$ cat src/rtl/dma2_pkg.sv
package dma2_pkg;

  typedef enum logic [2:0] {
    ST_IDLE,
    ST_ACQ,
    ST_RD,
    ST_CAP,
    ST_WR
  } seq_state_e;

  localparam logic [2:0] IX_SRC = 3'd0;
  localparam logic [2:0] IX_DST = 3'd1;
  localparam logic [2:0] IX_RLD = 3'd2;
  localparam logic [2:0] IX_CTL = 3'd3;
  localparam logic [2:0] IX_CNT = 3'd4;
  localparam logic [2:0] IX_PTR = 3'd5;

  localparam int unsigned TRIG_BIT = 7;
  localparam int unsigned CTL_W    = 7;

  typedef enum logic [1:0] {
    RS_SOFT = 2'd0,
    RS_FALL = 2'd1,
    RS_BOTH = 2'd2,
    RS_NONE = 2'd3
  } req_sel_e;

  typedef struct packed {
    req_sel_e rsel;
    logic     dst_inc;
    logic     src_inc;
    logic     rpt;
    logic     wide;
    logic     en;
  } chan_ctl_t;

endpackage

$ cat src/rtl/dma2_chan.sv
module dma2_chan
  import dma2_pkg::*;
#(
  parameter int unsigned AW = 20,
  parameter int unsigned CW = 16,
  parameter int unsigned RW = 20
) (
  input  logic          clk,
  input  logic          rst,
  input  logic          wr_en,
  input  logic [2:0]    wr_idx,
  input  logic [RW-1:0] wr_data,
  input  logic [2:0]    rd_idx,
  output logic [RW-1:0] rd_data,
  input  logic          ext_in,
  input  logic          done,
  output logic          pend_o,
  output logic          wide_o,
  output logic [AW-1:0] src_o,
  output logic [AW-1:0] dst_o,
  output logic          irq_o
);

  logic [AW-1:0] src_q, dst_q, fptr_q;
  logic [CW-1:0] rld_q, cnt_q;
  chan_ctl_t     ctl_q;
  logic          fresh_q, pend_q, ext_q, irq_q;

  chan_ctl_t     ctl_new;
  logic          wr_ctl, ctl_ok, ctl_acc, sw_trig, hw_trig;
  logic          fall, rise, under, stop;
  logic [CW-1:0] cur_cnt;
  logic [AW-1:0] cur_ptr, step;

  assign ctl_new = chan_ctl_t'(wr_data[CTL_W-1:0]);
  assign wr_ctl  = wr_en && (wr_idx == IX_CTL);
  assign ctl_ok  = !(ctl_new.src_inc && ctl_new.dst_inc);
  assign ctl_acc = wr_ctl && ctl_ok;
  assign sw_trig = ctl_acc && ctl_new.en && wr_data[TRIG_BIT];

  assign fall    = ext_q && !ext_in;
  assign rise    = !ext_q && ext_in;
  assign hw_trig = ctl_q.en && (((ctl_q.rsel == RS_FALL) && fall) ||
                                ((ctl_q.rsel == RS_BOTH) && (fall || rise)));

  assign cur_cnt = fresh_q ? rld_q : cnt_q;
  assign cur_ptr = fresh_q ? (ctl_q.src_inc ? src_q : dst_q) : fptr_q;
  assign under   = (cur_cnt == '0);
  assign stop    = done && under && !ctl_q.rpt;
  assign step    = (ctl_q.src_inc || ctl_q.dst_inc) ?
                   (ctl_q.wide ? AW'(2) : AW'(1)) : '0;

  always_ff @(posedge clk) begin
    if (rst) begin
      src_q   <= '0;
      dst_q   <= '0;
      fptr_q  <= '0;
      rld_q   <= '0;
      cnt_q   <= '0;
      ctl_q   <= '0;
      fresh_q <= 1'b0;
      pend_q  <= 1'b0;
      ext_q   <= 1'b0;
      irq_q   <= 1'b0;
    end else begin
      ext_q <= ext_in;
      irq_q <= done && under;
      if (wr_en && wr_idx == IX_SRC) src_q <= wr_data[AW-1:0];
      if (wr_en && wr_idx == IX_DST) dst_q <= wr_data[AW-1:0];
      if (wr_en && wr_idx == IX_RLD) rld_q <= wr_data[CW-1:0];

      if (ctl_acc)   ctl_q    <= ctl_new;
      else if (stop) ctl_q.en <= 1'b0;

      if (ctl_acc && ctl_new.en && !ctl_q.en) fresh_q <= 1'b1;
      else if (done)                          fresh_q <= 1'b0;

      if (done) begin
        fptr_q <= cur_ptr + step;
        cnt_q  <= under ? rld_q : cur_cnt - CW'(1);
      end

      if ((ctl_acc && !ctl_new.en) || (stop && !ctl_acc)) pend_q <= 1'b0;
      else if (sw_trig || hw_trig)                        pend_q <= 1'b1;
      else if (done)                                      pend_q <= 1'b0;
    end
  end

  assign pend_o = pend_q;
  assign wide_o = ctl_q.wide;
  assign src_o  = ctl_q.src_inc ? cur_ptr : src_q;
  assign dst_o  = ctl_q.dst_inc ? cur_ptr : dst_q;
  assign irq_o  = irq_q;

  always_comb begin
    case (rd_idx)
      IX_SRC:  rd_data = RW'(src_q);
      IX_DST:  rd_data = RW'(dst_q);
      IX_RLD:  rd_data = RW'(rld_q);
      IX_CTL:  rd_data = RW'(ctl_q);
      IX_CNT:  rd_data = RW'(cnt_q);
      IX_PTR:  rd_data = RW'(fptr_q);
      default: rd_data = '0;
    endcase
  end

  // a control word with both step bits leaves the stored word untouched
  p_incinc_reject_r2: assert property (@(posedge clk) disable iff (rst)
    (wr_ctl && wr_data[3] && wr_data[4] && !stop) |=> $stable(ctl_q));

  // underflow in single mode drops enable and the pending request
  p_single_stop_r7: assert property (@(posedge clk) disable iff (rst)
    (done && under && !ctl_q.rpt && !wr_ctl) |=> (!ctl_q.en && !pend_q));

  // underflow in repeat mode reloads the counter and keeps the channel on
  p_repeat_reload_r8: assert property (@(posedge clk) disable iff (rst)
    (done && under && ctl_q.rpt && !wr_ctl) |=> (ctl_q.en && cnt_q == $past(rld_q)));

  // the interrupt is a single-cycle pulse
  p_irq_pulse_r9: assert property (@(posedge clk) disable iff (rst)
    irq_q |=> !irq_q);

  // a disabled channel latches no request unless software writes control
  p_no_req_disabled_r10: assert property (@(posedge clk) disable iff (rst)
    (!ctl_q.en && !wr_ctl && !pend_q) |=> !pend_q);

endmodule

$ cat src/rtl/dma2_seq.sv
module dma2_seq
  import dma2_pkg::*;
#(
  parameter int unsigned AW  = 20,
  parameter int unsigned DW  = 16,
  parameter int unsigned NCH = 2
) (
  input  logic                    clk,
  input  logic                    rst,
  input  logic [NCH-1:0]          pend,
  input  logic [NCH-1:0][AW-1:0]  src_a,
  input  logic [NCH-1:0][AW-1:0]  dst_a,
  input  logic [NCH-1:0]          wide,
  output logic [NCH-1:0]          done,
  output logic                    bus_req,
  input  logic                    bus_gnt,
  output logic                    bus_rd,
  output logic                    bus_wr,
  output logic                    bus_wide,
  output logic [AW-1:0]           bus_addr,
  output logic [DW-1:0]           bus_wdata,
  input  logic [DW-1:0]           bus_rdata
);

  localparam int unsigned OW = (NCH > 1) ? $clog2(NCH) : 1;

  seq_state_e    st_q;
  logic [OW-1:0] own_q, pick;

  // lowest channel index has the highest priority
  always_comb begin
    pick = '0;
    for (int i = NCH - 1; i >= 0; i--) begin
      if (pend[i]) pick = OW'(i);
    end
  end

  always_comb begin
    done = '0;
    if (st_q == ST_WR) done[own_q] = 1'b1;
  end

  always_ff @(posedge clk) begin
    if (rst) begin
      st_q      <= ST_IDLE;
      own_q     <= '0;
      bus_req   <= 1'b0;
      bus_rd    <= 1'b0;
      bus_wr    <= 1'b0;
      bus_wide  <= 1'b0;
      bus_addr  <= '0;
      bus_wdata <= '0;
    end else begin
      case (st_q)
        ST_IDLE: if (|pend) begin
          own_q   <= pick;
          bus_req <= 1'b1;
          st_q    <= ST_ACQ;
        end
        ST_ACQ: if (bus_gnt) begin
          bus_rd   <= 1'b1;
          bus_addr <= src_a[own_q];
          bus_wide <= wide[own_q];
          st_q     <= ST_RD;
        end
        ST_RD: begin
          bus_rd <= 1'b0;
          st_q   <= ST_CAP;
        end
        ST_CAP: begin
          bus_wdata <= bus_rdata;
          bus_wr    <= 1'b1;
          bus_addr  <= dst_a[own_q];
          st_q      <= ST_WR;
        end
        ST_WR: begin
          bus_wr  <= 1'b0;
          bus_req <= 1'b0;
          st_q    <= ST_IDLE;
        end
        default: st_q <= ST_IDLE;
      endcase
    end
  end

  // channel 0 pending at an idle decision always takes the bus
  p_prio_ch0_r3: assert property (@(posedge clk) disable iff (rst)
    (st_q == ST_IDLE && pend[0]) |=> (own_q == '0));

  // a write strobe comes two cycles after the read strobe
  p_rd_then_wr_r4: assert property (@(posedge clk) disable iff (rst)
    $rose(bus_wr) |-> $past(bus_rd, 2));

  // the read starts only after the bus was granted
  p_grant_first_r4: assert property (@(posedge clk) disable iff (rst)
    $rose(bus_rd) |-> $past(bus_gnt));

  // strobes only while the bus is held
  p_strobe_held_r4: assert property (@(posedge clk) disable iff (rst)
    (bus_rd || bus_wr) |-> bus_req);

endmodule

$ cat src/rtl/dma2ch_ctrl.sv
module dma2ch_ctrl
  import dma2_pkg::*;
#(
  parameter int unsigned AW = 20,
  parameter int unsigned DW = 16,
  parameter int unsigned CW = 16
) (
  input  logic          clk,
  input  logic          rst,
  input  logic          cfg_we,
  input  logic [3:0]    cfg_addr,
  input  logic [AW-1:0] cfg_wdata,
  output logic [AW-1:0] cfg_rdata,
  input  logic [1:0]    ext_req,
  output logic [1:0]    irq,
  output logic          bus_req,
  input  logic          bus_gnt,
  output logic          bus_rd,
  output logic          bus_wr,
  output logic          bus_wide,
  output logic [AW-1:0] bus_addr,
  output logic [DW-1:0] bus_wdata,
  input  logic [DW-1:0] bus_rdata
);

  localparam int unsigned NCH = 2;
  localparam int unsigned RW  = AW;

  logic [NCH-1:0]          pend, wide, done;
  logic [NCH-1:0][AW-1:0]  src_a, dst_a;
  logic [NCH-1:0][RW-1:0]  ch_rd;

  for (genvar g = 0; g < NCH; g++) begin : g_ch
    dma2_chan #(.AW(AW), .CW(CW), .RW(RW)) u_chan (
      .clk     (clk),
      .rst     (rst),
      .wr_en   (cfg_we && (cfg_addr[3] == 1'(g))),
      .wr_idx  (cfg_addr[2:0]),
      .wr_data (cfg_wdata),
      .rd_idx  (cfg_addr[2:0]),
      .rd_data (ch_rd[g]),
      .ext_in  (ext_req[g]),
      .done    (done[g]),
      .pend_o  (pend[g]),
      .wide_o  (wide[g]),
      .src_o   (src_a[g]),
      .dst_o   (dst_a[g]),
      .irq_o   (irq[g])
    );
  end

  dma2_seq #(.AW(AW), .DW(DW), .NCH(NCH)) u_seq (
    .clk       (clk),
    .rst       (rst),
    .pend      (pend),
    .src_a     (src_a),
    .dst_a     (dst_a),
    .wide      (wide),
    .done      (done),
    .bus_req   (bus_req),
    .bus_gnt   (bus_gnt),
    .bus_rd    (bus_rd),
    .bus_wr    (bus_wr),
    .bus_wide  (bus_wide),
    .bus_addr  (bus_addr),
    .bus_wdata (bus_wdata),
    .bus_rdata (bus_rdata)
  );

  always_ff @(posedge clk) begin
    if (rst) cfg_rdata <= '0;
    else     cfg_rdata <= ch_rd[cfg_addr[3]];
  end

  // the two channels can never underflow in the same cycle
  p_irq_exclusive_r9: assert property (@(posedge clk) disable iff (rst)
    $onehot0(irq));

endmodule

$ cat config.mk
export PLATFORM = sky130hd
export DESIGN_NAME = dma2ch_ctrl
export DESIGN_NICKNAME = d
export VERILOG_FILES = /design/src/rtl/dma2_pkg.sv /design/src/rtl/dma2_chan.sv /design/src/rtl/dma2_seq.sv /design/src/rtl/dma2ch_ctrl.sv
export SDC_FILE = /design/constraint.sdc
export NUM_CORES = 1
export LEC_CHECK = 0
export BUFFER_PORTS_ARGS = -buffer_cell sky130_fd_sc_hd__buf_2
export CAP_MARGIN = 20
export CORE_MARGIN = 3
export CORE_UTILIZATION = 65
export CTS_BUF_LIST = sky130_fd_sc_hd__clkbuf_4 sky130_fd_sc_hd__clkbuf_8 sky130_fd_sc_hd__clkbuf_16
export DETAILED_ROUTE_END_ITERATION = 6
export PLACE_DENSITY = 0.94
export SLEW_MARGIN = 15
export SYNTH_ARGS = -nofsm -noshare
export SYNTH_HDL_FRONTEND = slang
export SYNTH_HIERARCHICAL = 1
export SYNTH_SLANG_ARGS = --single-unit
$ cat constraint.sdc
create_clock -name clk -period 5.2 [get_ports clk]
set_input_delay 0 -clock clk [delete_from_list [all_inputs] [get_ports clk]]
set_output_delay 0 -clock clk [all_outputs]
set_load 0.005 [all_outputs]
==> results.tsv, run 1 <==
stage	metric	value	unit
status	outcome	finished clean	
clock_network	cts_repair_resize_count	0	
layout	drive_gt1_frac	0.1826	
critical_path	crit_slowest_cell	sky130_fd_sc_hd__dfxtp_2	
worst_hold_path	worst_hold_path_stage_count	3	
timing	fin_skew	15.21	ps
synthesis	flip_flop_and_latch_count_after_synthesis	270	
clock_network	numCtsBuffers	28	
critical_path	timing.reg2reg.setup_slack	1610	ps
detailed_routing	dr.pass1.iters	6	
critical_path	worst_path_largest_cell_delay	880	ps
layout	area.growth.synth_to_final	10.41	%
timing	finalHoldWorstSlack	111.3	ps
timing	final_setup_violation_count	0	
power	static-leakage-power	6.329	nW
critical_path	critical_path_class	flip-flop to flip-flop	
synthesis	synth-async-reset-ratio	0	
worst_hold_path	hold_path_class	input port to flip-flop	
grt	global_route.overflow_total	0	
synthesis	yosysWarnings	6	
layout	final.fill_count	1750	
clock_network	cts_hold_buf	41	
grt	first_global_vias	14860	
placement	detailed_place.area	16440	µm²
clock_network	tritoncts	built	
timing	fin_crit	3590	ps
clock_network	htree_num_levels	1	
timing	worst-slew-pin-transition	1081	ps
detailed_routing	antenna_violating_nets_post_route	0	
timing	min_period_over_period	0.6903	
detailed_routing	drt-initial-drc-count	2327	
grt	track_usage	0.3668	
floorplan	ios	108	
critical_path	cp-end-kind	flip-flop	
clock_network	clock-sinks	270	
critical_path	cp.required	5620	ps
timing	fmax	278.6	MHz
synthesis	ys_seq_area_frac	0.3352	
critical_path	r2r.worst_path.cells	8	
placement	hpwlAfterDp	33160	µm
layout	finalCoreUtilization	0.7320	
synthesis	syn_area	16120	µm²
detailed_routing	drc	0	
grt	wire_length_of_the_first_global_routing_pass	79030	µm
timing	timing.final.max_slew_violations	0	
worst_hold_path	min-delay-start	cfg_addr[3]	
timing	totalNegativeSetupSlack	0	ps
floorplan	rows	57	
placement	port-buffer-count	107	
clock_network	cts_setup_buffers	0	
synthesis	netlist_instances	1936	
grt	grt_start_max_net_pins	112	
critical_path	worst-path-buf-inv	1	
critical_path	cp_data_arrival_time	4010	ps
synthesis	synth_fp_nets	1994	
layout	final_nets	2041	
critical_path	crit_path_start_kind	flip-flop	
placement	gp_congestion	1.009	
critical_path	timing.rr.end	g_ch[0].u_chan/fptr_q[19]	
synthesis	postSynthAreaPerCell	8.329	µm²
detailed_routing	route.detailed.wl_per_inst	21.58	µm
critical_path	startpoint	g_ch[0].u_chan/fresh_q	
critical_path	critical_path_cell_count	8	
floorplan	die_h	163.5	µm
timing	max-slew-margin-rel	0.2787	
detailed_routing	avgViaCountPerCell	6.672	
critical_path	crit_family	simple AND/OR/NAND/NOR gates	
synthesis	yosys.cell_types.count	82	
clock_network	root_buffer	sky130_fd_sc_hd__clkbuf_16	
clock_network	clk-insertion-delay-late	550	ps
synthesis	synth_flop_cell	sky130_fd_sc_hd__dfxtp_1	
detailed_routing	vias	15540	
clock_network	ctsLongestPathBuffers	3	
floorplan	dieArea	26730	µm²
critical_path	critical_path.reg2reg.startpoint	g_ch[0].u_chan/fresh_q	
detailed_routing	wl	50270	µm
power	pwr_density_cell	250.8	nW/µm²
run	max_cap_viol_count	0	
critical_path	timing.critical_path.to	g_ch[0].u_chan/fptr_q[19]	
floorplan	floorplan.initialDensity	0.6630	
power	vdd_ir_drop_max	279.3	µV
critical_path	cp_max_fo	40	
synthesis	synth-edff-count	0	
timing	rsz_0062_raised_after_global_routing	false	
critical_path	crit_chain	buf_4, a21oi_1, ha_1, a21o_1, and4_1, nand3_1, or3_1, a2111oi_1	
floorplan	fp.dieW	163.5	µm
timing	hold_violations	0	
floorplan	core_area	24320	µm²
clock_network	clk_transition_reported_paths	70	ps
grt	grt_antenna_before_repair	1	
layout	finish.instance_area	17800	µm²
-- routing by layer --
| layer | track usage | up-vias | part of all wire |
|---|---|---|---|
| li1 | - | 6979 | - |
| met1 | 0.4715 | 7299 | 0.38 |
| met2 | 0.5839 | 1025 | 0.45 |
| met3 | 0.06594 | 237 | 0.10 |
| met4 | 0.2053 | 0 | 0.066 |
| met5 | 0 | - | 0 |
-- power breakdown --
group	switching, W	internal, W	total (W)	leakage [nW]
logic	0.000203	0.000109	0.000313	3.71
clock network	0.000911	0.00113	0.00205	0.440
registers	0.0000217	0.00208	0.00211	2.18
-- state kept, by name (all words and copies together), names as in the netlist --
register	count
g_ch.u_chan/rld_q	32
u_seq/bus_wr	1
g_ch.u_chan/fptr_q	40
g_ch.u_chan/ext_q	2
u_seq/bus_req	1
cfg_rdata	20
g_ch.u_chan/cnt_q	32
u_seq/st_q	3
g_ch.u_chan/irq_o	2
g_ch.u_chan/fresh_q	2
g_ch.u_chan/pend_o	2
g_ch.u_chan/src_q	40
u_seq/bus_rd	1
g_ch.u_chan/dst_q	40
g_ch.u_chan/ctl_q	12
u_seq/own_q	1
u_seq/bus_wdata	16
g_ch.u_chan/wide_o	2
u_seq/bus_wide	1
u_seq/bus_addr	20
-- per-stage QoR --
| stage | std cells | total power (W) | setup WS [ps] |
|---|---|---|---|
| after global routing | 2329 | 0.004562 | 1465 |
| after CTS | 2327 | 0.004443 | 1610 |
| after detailed placement | 2235 | 0.002423 | 1696 |
| final | 2329 | 0.004464 | 1610 |
| after floorplan | 1936 | 0.002330 | 1769 |
| after global placement | 2235 | 0.002415 | 1730 |
-- cell families (layout without fill, tap and decap cells) --
logic type / count (synthesis) / count (layout) / synth area share
compound gates: 426 / 426 / 0.1684
xor+xnor: 40 / 40 / 0.02173
mux: 261 / 261 / 0.1982
fa+ha+maj: 12 / 12 / 0.01024
other cells: 0 / 1 / 0
buf+inv: 191 / 259 / 0.05975
flops: 270 / 270 / 0.3352
simple gates: 736 / 736 / 0.2065
-- synthesized netlist by cell type (6+ instances only) --
| library cell | instances | area, µm² |
|---|---|---|
| sky130_fd_sc_hd__o22ai_1 | 13 | 81.33 |
| sky130_fd_sc_hd__nor4_1 | 12 | 75.07 |
| sky130_fd_sc_hd__buf_2 | 21 | 105.1 |
| sky130_fd_sc_hd__o211ai_1 | 6 | 45.04 |
| sky130_fd_sc_hd__a21oi_2 | 22 | 192.7 |
| sky130_fd_sc_hd__xor2_1 | 23 | 201.4 |
| sky130_fd_sc_hd__mux4_2 | 31 | 698.2 |
| sky130_fd_sc_hd__mux2_2 | 94 | 1059 |
| sky130_fd_sc_hd__a22oi_1 | 11 | 82.58 |
| sky130_fd_sc_hd__a311oi_1 | 22 | 192.7 |
| sky130_fd_sc_hd__clkbuf_1 | 88 | 330.3 |
| sky130_fd_sc_hd__nor3_1 | 33 | 165.2 |
| sky130_fd_sc_hd__nor2b_1 | 8 | 50.05 |
| sky130_fd_sc_hd__a31oi_1 | 11 | 68.82 |
| sky130_fd_sc_hd__xnor2_1 | 17 | 148.9 |
| sky130_fd_sc_hd__o21ai_0 | 47 | 235.2 |
| sky130_fd_sc_hd__buf_4 | 9 | 67.56 |
| sky130_fd_sc_hd__nor3b_1 | 8 | 60.06 |
| sky130_fd_sc_hd__or4_1 | 6 | 45.04 |
| sky130_fd_sc_hd__o221ai_1 | 7 | 61.31 |
| sky130_fd_sc_hd__buf_1 | 13 | 48.80 |
| sky130_fd_sc_hd__nand3_1 | 34 | 170.2 |
| sky130_fd_sc_hd__o21ai_1 | 7 | 35.03 |
| sky130_fd_sc_hd__mux2i_1 | 131 | 1311 |
| sky130_fd_sc_hd__nand2_1 | 341 | 1280 |
| sky130_fd_sc_hd__buf_6 | 13 | 146.4 |
| sky130_fd_sc_hd__inv_1 | 40 | 150.1 |
| sky130_fd_sc_hd__a211oi_1 | 33 | 247.7 |
| sky130_fd_sc_hd__nand4_1 | 9 | 56.30 |
| sky130_fd_sc_hd__a21oi_1 | 186 | 930.9 |
| sky130_fd_sc_hd__nor2_1 | 213 | 799.5 |
| sky130_fd_sc_hd__nand2b_1 | 9 | 56.30 |
| sky130_fd_sc_hd__ha_1 | 10 | 125.1 |
| sky130_fd_sc_hd__dfxtp_1 | 270 | 5405 |
| sky130_fd_sc_hd__a22o_1 | 21 | 183.9 |
| sky130_fd_sc_hd__or3_1 | 15 | 93.84 |
-- layout make-up --
cell class,count,area [µm²],share of cell area
Clock buffer,30,733.2,0.04119
Antenna cell,1,2.502,0.0001406
Multi-Input combinational cell,1475,9791,0.5500
Clock inverter,21,198.9,0.01118
Timing Repair Buffer,168,1111,0.06241
Tap cell,324,405.4,0.02277
Inverter,40,150.1,0.008434
Sequential cell,270,5410,0.3039
-- placed cells by master, fill, tap and decap left out, drive strengths merged, types with 10 or more instances in the layout --
cell	count
a211oi	33
a21oi	210
a22o	21
a22oi	11
a311oi	22
a31oi	11
buf	127
clkbuf	30
clkinv	10
dfxtp	270
dlygate4sd3	41
ha	10
inv	42
mux2	94
mux2i	132
mux4	35
nand2	342
nand3	35
nand4	11
nor2	214
nor3	33
nor4	17
o21ai	55
o22ai	13
or3	16
xnor2	17
xor2	23
-- tightest hold or removal path, stage by stage --
cell,delay (ps)
sky130_fd_sc_hd__buf_2,340
sky130_fd_sc_hd__mux2i_1,200
sky130_fd_sc_hd__nor2_1,70
-- worst min path at each step --
stage / end / slack (ps)
finish: cfg_rdata[13] / 110
detailed placement: g_ch[1].u_chan/ext_q / 240
global placement: g_ch[1].u_chan/ext_q / 240
CTS: cfg_rdata[13] / 80
floorplan: g_ch[1].u_chan/ctl_q[2] / 140
global route: cfg_rdata[13] / 120
Note: power is estimated with default switching activity, not from simulation.
==> run 2, diff against run 1 <==
CORE_UTILIZATION = 56   (was 65)
PLACE_DENSITY = 0.87   (was 0.94)
clock period = 3.15 ns   (was 5.2 ns; I/O delays follow)
==> run 2 against run 1 <==
Compared with the run above: global-route usage down 5.0 points; register-to-register slack got worse by 1300 ps; die area increased by 15%; critical path depth rose by 1; combinational power up 69%; sequential power grew 64%; sequential share of layout area decreased by 0.79 points; maximum frequency rose by 27%; critical path type unchanged.
==> results.tsv, run 2 (synthesized netlist as in run 1, its figures left out) <==
stage	metric	value	unit	change
placement	port-buffer-count	107		unchanged
detailed_routing	route.detailed.wl_per_inst	20.77	µm	-3.8%
layout	antenna-diode-count	0		-1
timing	rsz_0062_raised_after_global_routing	false		
timing	totalNegativeSetupSlack	0	ps	unchanged
critical_path	cp-end-kind	flip-flop		
floorplan	fp.dieW	175.7	µm	+7.5%
clock_network	htree_num_levels	1		unchanged
power	vdd_ir_drop_max	422.3	µV	+51%
placement	hpwlAfterDp	33950	µm	+2.4%
power	pwr_density_cell	427.3	nW/µm²	+70%
critical_path	critical_path_class	flip-flop to flip-flop		
critical_path	cp.required	3620	ps	-2000 ps
layout	final_nets	2070		+1.4%
placement	detailed_place.area	16790	µm²	+2.1%
timing	max-slew-margin-rel	0.2910		+0.01230
grt	grt_start_max_net_pins	75		-33%
clock_network	clk-insertion-delay-late	570	ps	+20 ps
floorplan	die_h	175.7	µm	+7.5%
detailed_routing	dr.pass1.iters	6		unchanged
grt	first_global_vias	15050		+1.3%
timing	timing.final.max_slew_violations	0		unchanged
grt	track_usage	0.3165		-0.05037
grt	wire_length_of_the_first_global_routing_pass	79770	µm	+0.94%
clock_network	tritoncts	built		
timing	worst-slew-pin-transition	1060	ps	-20.73 ps
layout	area.growth.synth_to_final	13.36	%	
clock_network	numCtsBuffers	30		+7.1%
detailed_routing	avgViaCountPerCell	6.444		-3.4%
layout	drive_gt1_frac	0.1974		+0.01481
timing	fmax	353.4	MHz	+27%
critical_path	cp_max_fo	8		-80%
power	static-leakage-power	6.561	nW	+3.7%
layout	final.fill_count	2280		+30%
critical_path	cp_data_arrival_time	3300	ps	-710 ps
grt	global_route.overflow_total	0		unchanged
detailed_routing	antenna_violating_nets_post_route	0		unchanged
floorplan	floorplan.initialDensity	0.5741		-0.08893
layout	finish.instance_area	18280	µm²	+2.7%
timing	hold_violations	0		unchanged
detailed_routing	drt-initial-drc-count	1884		-19%
clock_network	clock-sinks	270		unchanged
clock_network	root_buffer	sky130_fd_sc_hd__clkbuf_16		
run	max_cap_viol_count	0		unchanged
placement	gp_congestion	1.009		unchanged
critical_path	crit_path_start_kind	flip-flop		
floorplan	dieArea	30870	µm²	+15%
status	outcome	finished clean		
floorplan	ios	108		unchanged
layout	layout_top_registers	g_ch.u_chan/dst_q: 40 flops, g_ch.u_chan/fptr_q: 40 flops, g_ch.u_chan/src_q: 40 flops		
layout	final_common_cell	sky130_fd_sc_hd__nand2_1		
clock_network	clk_transition_reported_paths	70	ps	about the same
timing	fin_skew	16.74	ps	+1.531 ps
worst_hold_path	hold_path_class	input port to flip-flop		
floorplan	rows	61		+7.0%
detailed_routing	drc	0		unchanged
clock_network	ctsLongestPathBuffers	3		unchanged
floorplan	core_area	28090	µm²	+15%
timing	min_period_over_period	0.8983		+0.2080
timing	final_setup_violation_count	0		unchanged
layout	commonest_cells_after_routing_fill_and_taps_aside	sky130_fd_sc_hd__nand2_1, sky130_fd_sc_hd__dfxtp_1, sky130_fd_sc_hd__nor2_1		
timing	fin_crit	2830	ps	-760.1 ps
detailed_routing	wl	50140	µm	-0.26%
grt	grt_antenna_before_repair	0		-1
detailed_routing	vias	15560		+0.097%
[run 2: cell types whose count changed in the layout (fill, tap and decap cells not counted), sizes merged]
cell	previous run	this run
buf	127	154
bufinv	2	4
clkbuf	30	39
clkinv	10	8
clkinvlp	7	2
diode	1	0
inv	42	43
[run 2: per-layer routing]
metal | routed length (µm) | up-vias | GRT usage
met2 | 22770 | 958 | 0.5141
met1 | 19640 | 7398 | 0.4151
met5 | 0 | - | 0
met4 | 2742 | 0 | 0.1541
li1 | - | 7036 | -
met3 | 4989 | 163 | 0.04431
[run 2: final timing paths]
kind                                         startpoint                        end  slack [ps]  depth (start not counted)
worst max register to register  g_ch[0].u_chan/ctl_q[3]  g_ch[0].u_chan/fptr_q[18]         320                          9
worst max-delay path            g_ch[0].u_chan/ctl_q[3]  g_ch[0].u_chan/fptr_q[18]         320                          9
worst min-delay path                             cfg_we    g_ch[0].u_chan/dst_q[1]          80                          6
worst min register to register       u_seq/bus_wdata[7]         u_seq/bus_wdata[7]         450                          2
[run 2: power breakdown]
group	total, W	internal [W]	switching [W]
sequential	0.00347	0.00344	0.0000337
combinational	0.000529	0.000191	0.000339
clock	0.00381	0.00228	0.00153
[run 2: critical path: stages (launching register included)]
cell                       delay (ps)
sky130_fd_sc_hd__dfxtp_2          440
sky130_fd_sc_hd__mux2i_1          130
sky130_fd_sc_hd__a21oi_2          200
sky130_fd_sc_hd__ha_2             210
sky130_fd_sc_hd__inv_1             50
sky130_fd_sc_hd__fa_1             430
sky130_fd_sc_hd__and4b_1          460
sky130_fd_sc_hd__inv_1            100
sky130_fd_sc_hd__or4_1            420
sky130_fd_sc_hd__a311oi_1         300
[run 2: metrics by stage]
stage / hold WS [ps] / setup WS [ps] / instances / util / total power (W)
2_1_floorplan: 136.0 / 1.211 / 1936 / - / 0.003848
3_3_place_gp: 239.1 / 521.9 / 2317 / 0.5977 / 0.004006
3_5_place_dp: 245.7 / 395.5 / 2317 / 0.5977 / 0.004019
4_1_cts: 51.08 / 366.8 / 2414 / 0.6508 / 0.007826
5_1_grt: 95.74 / 180.9 / 2414 / 0.6508 / 0.008008
6_report: 78.41 / 320.5 / 2414 / 0.6508 / 0.007810
[run 2: final cells by class]
| class | count | area, µm² | area share |
|---|---|---|---|
| inverter | 40 | 150.1 | 0.008214 |
| clock inverter | 17 | 212.7 | 0.01164 |
| multi-input combinational | 1475 | 9806 | 0.5364 |
| clock buffer | 39 | 867.1 | 0.04744 |
| tap | 378 | 473.0 | 0.02587 |
| timing repair buffer | 195 | 1360 | 0.07441 |
| sequential | 270 | 5410 | 0.2960 |
[run 2: what timing repair did]
| action | CTS | global route |
|---|---|---|
| setup buffers | 0 | 0 |
| hold endpoints to repair | 165 | 0 |
| hold buffers | 41 | 0 |
| gates resized for setup | 0 | 0 |
==> run 3, diff against run 2 <==
CORE_UTILIZATION = 55   (was 56)
PLACE_DENSITY = 0.86   (was 0.87)
SYNTH_HIERARCHICAL = not set   (was 1)
==> run 3 against run 2 <==
Compared with the run above: the flow now finishes with violations (DRC); critical path type unchanged; synthesized area is 3.5% lower; first-iteration DRC count is 26% higher; combinational power is 9.1% higher; clock power is 1% higher; highest routed layer unchanged; sequential share of layout area increased by 0.65 points; maximum frequency shrank 2.3%; largest cell class unchanged.
==> results.tsv, run 3 <==
stage	metric	value	unit	change
worst_hold_path	hold_path_class	input port to flip-flop		
layout	layout_top_registers	g_ch.u_chan.dst_q: 40 flops, g_ch.u_chan.fptr_q: 40 flops, g_ch.u_chan.src_q: 40 flops		
power	vdd_ir_drop_max	313.1	µV	-26%
synthesis	yosysWarnings	0		-6
layout	drive_gt1_frac	0.1370		-0.06042
clock_network	root_buffer	sky130_fd_sc_hd__clkbuf_16		
clock_network	clock-sinks	270		unchanged
floorplan	floorplan.initialDensity	0.5678		-0.006274
clock_network	cts_setup_buffers	0		unchanged
timing	timing.final.max_slew_violations	0		unchanged
critical_path	timing.reg2reg.setup_slack	250	ps	-70 ps
synthesis	synthMuxAreaShare	0.08082		-0.1174
layout	final_nets	2166		+4.6%
layout	area.growth.synth_to_final	15.04	%	
critical_path	r2r.worst_path.cells	9		unchanged
synthesis	cell_taking_the_most_area_after_synthesis	sky130_fd_sc_hd__dfxtp_1		
timing	fmax	345.4	MHz	-2.3%
synthesis	synth_top_family_by_area	compound AO/OA/AOI/OAI gates		
timing	final_setup_violation_count	0		unchanged
floorplan	fp.dieW	174.2	µm	-0.85%
clock_network	clk-insertion-delay-late	560	ps	about the same
synthesis	synth_fp_nets	2098		+5.2%
timing	rsz_0062_raised_after_global_routing	false		
grt	first_global_vias	15230		+1.2%
layout	commonest_cells_after_routing_fill_and_taps_aside	sky130_fd_sc_hd__nand2_1, sky130_fd_sc_hd__dfxtp_1, sky130_fd_sc_hd__a21oi_1		
floorplan	core_area	27400	µm²	-2.4%
placement	port-buffer-count	107		unchanged
timing	totalNegativeSetupSlack	0	ps	unchanged
detailed_routing	drc	2		+2
clock_network	numCtsBuffers	30		unchanged
grt	track_usage	0.3355		+0.01901
power	switching_share	0.2391		-0.004038
grt	grt_antenna_before_repair	1		+1
synthesis	synthXorXnorAreaFrac	0.02195		+0.0002268
critical_path	cp_max_fo	11		+3
layout	final_common_cell	sky130_fd_sc_hd__nand2_1		
critical_path	cp-end-kind	flip-flop		
critical_path	timing.rr.end	g_ch[0].u_chan.fptr_q[12]		
critical_path	cp_data_arrival_time	3360	ps	+60 ps
detailed_routing	wl	53710	µm	+7.1%
floorplan	die_h	174.2	µm	-0.85%
timing	hold_violations	0		unchanged
clock_network	tritoncts	built		
synthesis	synthSimpleGateAreaFrac	0.2388		+0.03227
synthesis	top_cells_by_count_synth	sky130_fd_sc_hd__nand2_1, sky130_fd_sc_hd__dfxtp_1, sky130_fd_sc_hd__a21oi_1		
grt	global_route.overflow_total	0		unchanged
synthesis	ys_seq_area_frac	0.3474		+0.01218
synthesis	synth-edff-count	0		unchanged
timing	fin_crit	2895	ps	+65.72 ps
grt	grt_start_max_net_pins	91		+21%
clock_network	ctsLongestPathBuffers	3		unchanged
floorplan	ios	108		unchanged
critical_path	critical_path_class	flip-flop to flip-flop		
synthesis	synth_flop_cell	sky130_fd_sc_hd__dfxtp_1		
power	clock_power_share	0.487		about the same
detailed_routing	antenna_violating_nets_post_route	0		unchanged
placement	gp_congestion	1.030		+2.2%
worst_hold_path	worstHoldEndpoint	g_ch[0].u_chan.src_q[1]		
synthesis	synth_fa_ha_area_frac	0.01062		+0.0003723
power	pwr_density_cell	442.3	nW/µm²	+3.5%
detailed_routing	dr.pass1.iters	7		+1
clock_network	clk_transition_reported_paths	60	ps	about the same
detailed_routing	avgViaCountPerCell	6.550		+1.6%
critical_path	cp.required	3620	ps	about the same
floorplan	rows	60		-1.6%
layout	final.fill_count	2267		-0.57%
status	outcome	finished, violations left		
power	static-leakage-power	6.209	nW	-5.4%
timing	min_period_over_period	0.9191		+0.02086
power	finalPower	0.007917	W	+1.4%
status	violations	DRC		
synthesis	netlist_top_cells_area	sky130_fd_sc_hd__dfxtp_1, sky130_fd_sc_hd__nand2_1, sky130_fd_sc_hd__a21oi_1, sky130_fd_sc_hd__mux2i_1, sky130_fd_sc_hd__a211oi_1		
power	cell_internal_pwr	0.006024	W	+1.9%
grt	wire_length_of_the_first_global_routing_pass	83390	µm	+4.5%
worst_hold_path	min-delay-start	cfg_addr[3]		
clock_network	htree_num_levels	1		unchanged
worst_hold_path	worst_hold_path_stage_count	5		-1
synthesis	synth_compound_gate_area_share	0.2440		+0.07560
synthesis	netlist_instances	2040		+5.4%
timing	fin_skew	16.58	ps	-0.1571 ps
synthesis	synth-async-reset-ratio	0		unchanged
synthesis	postSynthAreaPerCell	7.627	µm²	-8.4%
synthesis	yosys.cell_count.top_type	sky130_fd_sc_hd__nand2_1		
timing	max-slew-margin-rel	0.3145		+0.02347
timing	worst-slew-pin-transition	1028	ps	-31.76 ps
detailed_routing	route.detailed.wl_per_inst	21.46	µm	+3.3%
power	combPwrFrac	0.073		+0.005
floorplan	dieArea	30340	µm²	-1.7%
power	power_frac_seq	0.440		-0.005
synthesis	netlist.area_leader.share	0.3474		+0.01218
placement	hpwlAfterDp	36250	µm	+6.8%
detailed_routing	drt-initial-drc-count	2369		+26%
detailed_routing	vias	16390		+5.4%
placement	detailed_place.area	16390	µm²	-2.3%
critical_path	critical_path.reg2reg.startpoint	g_ch[0].u_chan.ctl_q[3]		
synthesis	syn_area	15560	µm²	-3.5%
layout	antenna-diode-count	0		unchanged
synthesis	flip_flop_and_latch_count_after_synthesis	270		unchanged
layout	finish.instance_area	17900	µm²	-2.1%
synthesis	yosys.cell_types.count	80		-2.4%
critical_path	startpoint	g_ch[0].u_chan.ctl_q[3]		
run	max_cap_viol_count	0		unchanged
critical_path	crit_path_start_kind	flip-flop		
power	power_switching	0.001893	W	-0.32%
## run 3: worst max path at each step
| stage | to | slack [ps] | cells after the start |
|---|---|---|---|
| 4_1_cts | g_ch[0].u_chan.fptr_q[12] | 160 | 9 |
| 6_report | g_ch[0].u_chan.fptr_q[12] | 250 | 9 |
| 2_1_floorplan | g_ch[0].u_chan.fptr_q[12] | 2 | 14 |
| 3_5_place_dp | g_ch[0].u_chan.fptr_q[12] | 160 | 9 |
| 3_3_place_gp | g_ch[0].u_chan.fptr_q[12] | 280 | 9 |
| 5_1_grt | g_ch[0].u_chan.fptr_q[12] | 50 | 9 |
## run 3: what timing repair did
action | CTS | global route
hold endpoints to repair | 156 | 0
hold buffers | 41 | 0
endpoints found under the setup margin | 0 | 6
gates resized for setup | 0 | 1
## run 3: layout make-up
| class | instances | area (µm²) | share of cell area |
|---|---|---|---|
| Inverter | 19 | 71.32 | 0.003985 |
| Multi-Input combinational cell | 1567 | 9326 | 0.5211 |
| Clock buffer | 43 | 897.1 | 0.05012 |
| Tap cell | 372 | 465.4 | 0.02600 |
| Sequential cell | 270 | 5414 | 0.3025 |
| Clock inverter | 12 | 193.9 | 0.01084 |
| Timing Repair Buffer | 220 | 1530 | 0.08549 |
## run 3: cells by family (layout without fill, tap and decap cells)
kind of cell | after synthesis | in the layout
compound gates | 592 | 592
mux | 124 | 124
buf+inv | 203 | 294
flops | 270 | 270
xor+xnor | 39 | 39
fa+ha+maj | 12 | 12
simple gates | 800 | 800
## run 3: per-stage QoR
step                std cells  worst slack, ps  utilization  hold WS (ps)
finish                   2503            254.8       0.6532         93.83
global placement         2407            277.0       0.5983         236.3
global route             2503            52.50       0.6532         115.1
CTS                      2503            162.3       0.6531         60.83
detailed placement       2407            158.4       0.5983         244.2
floorplan                2040            1.581            -         136.0
## run 3: power groups by stage
stage	combinational, W	clock, W	sequential (W)
final	0.000577	0.00386	0.00348
after global routing	0.000602	0.00401	0.00349
after CTS	0.000548	0.00384	0.00348
after detailed placement	0.000505	0	0.00356
after global placement	0.000495	0	0.00356
after floorplan	0.000318	0	0.00355
## run 3: per-layer routing
metal | up-vias | global-route usage | wire, µm
met5 | - | 0 | 0
met4 | 0 | 0.1377 | 2395
met3 | 221 | 0.06968 | 6616
met2 | 1075 | 0.5404 | 24320
met1 | 7642 | 0.4390 | 20380
li1 | 7456 | - | -
## run 3: worst max-delay path: stages (launching register included)
cell	delay (ps)
sky130_fd_sc_hd__dfxtp_2	480
sky130_fd_sc_hd__mux2i_1	130
sky130_fd_sc_hd__a21oi_1	280
sky130_fd_sc_hd__ha_1	240
sky130_fd_sc_hd__inv_1	60
sky130_fd_sc_hd__fa_1	420
sky130_fd_sc_hd__nand4b_1	440
sky130_fd_sc_hd__nor4b_1	430
sky130_fd_sc_hd__xnor2_1	110
sky130_fd_sc_hd__a211oi_1	220
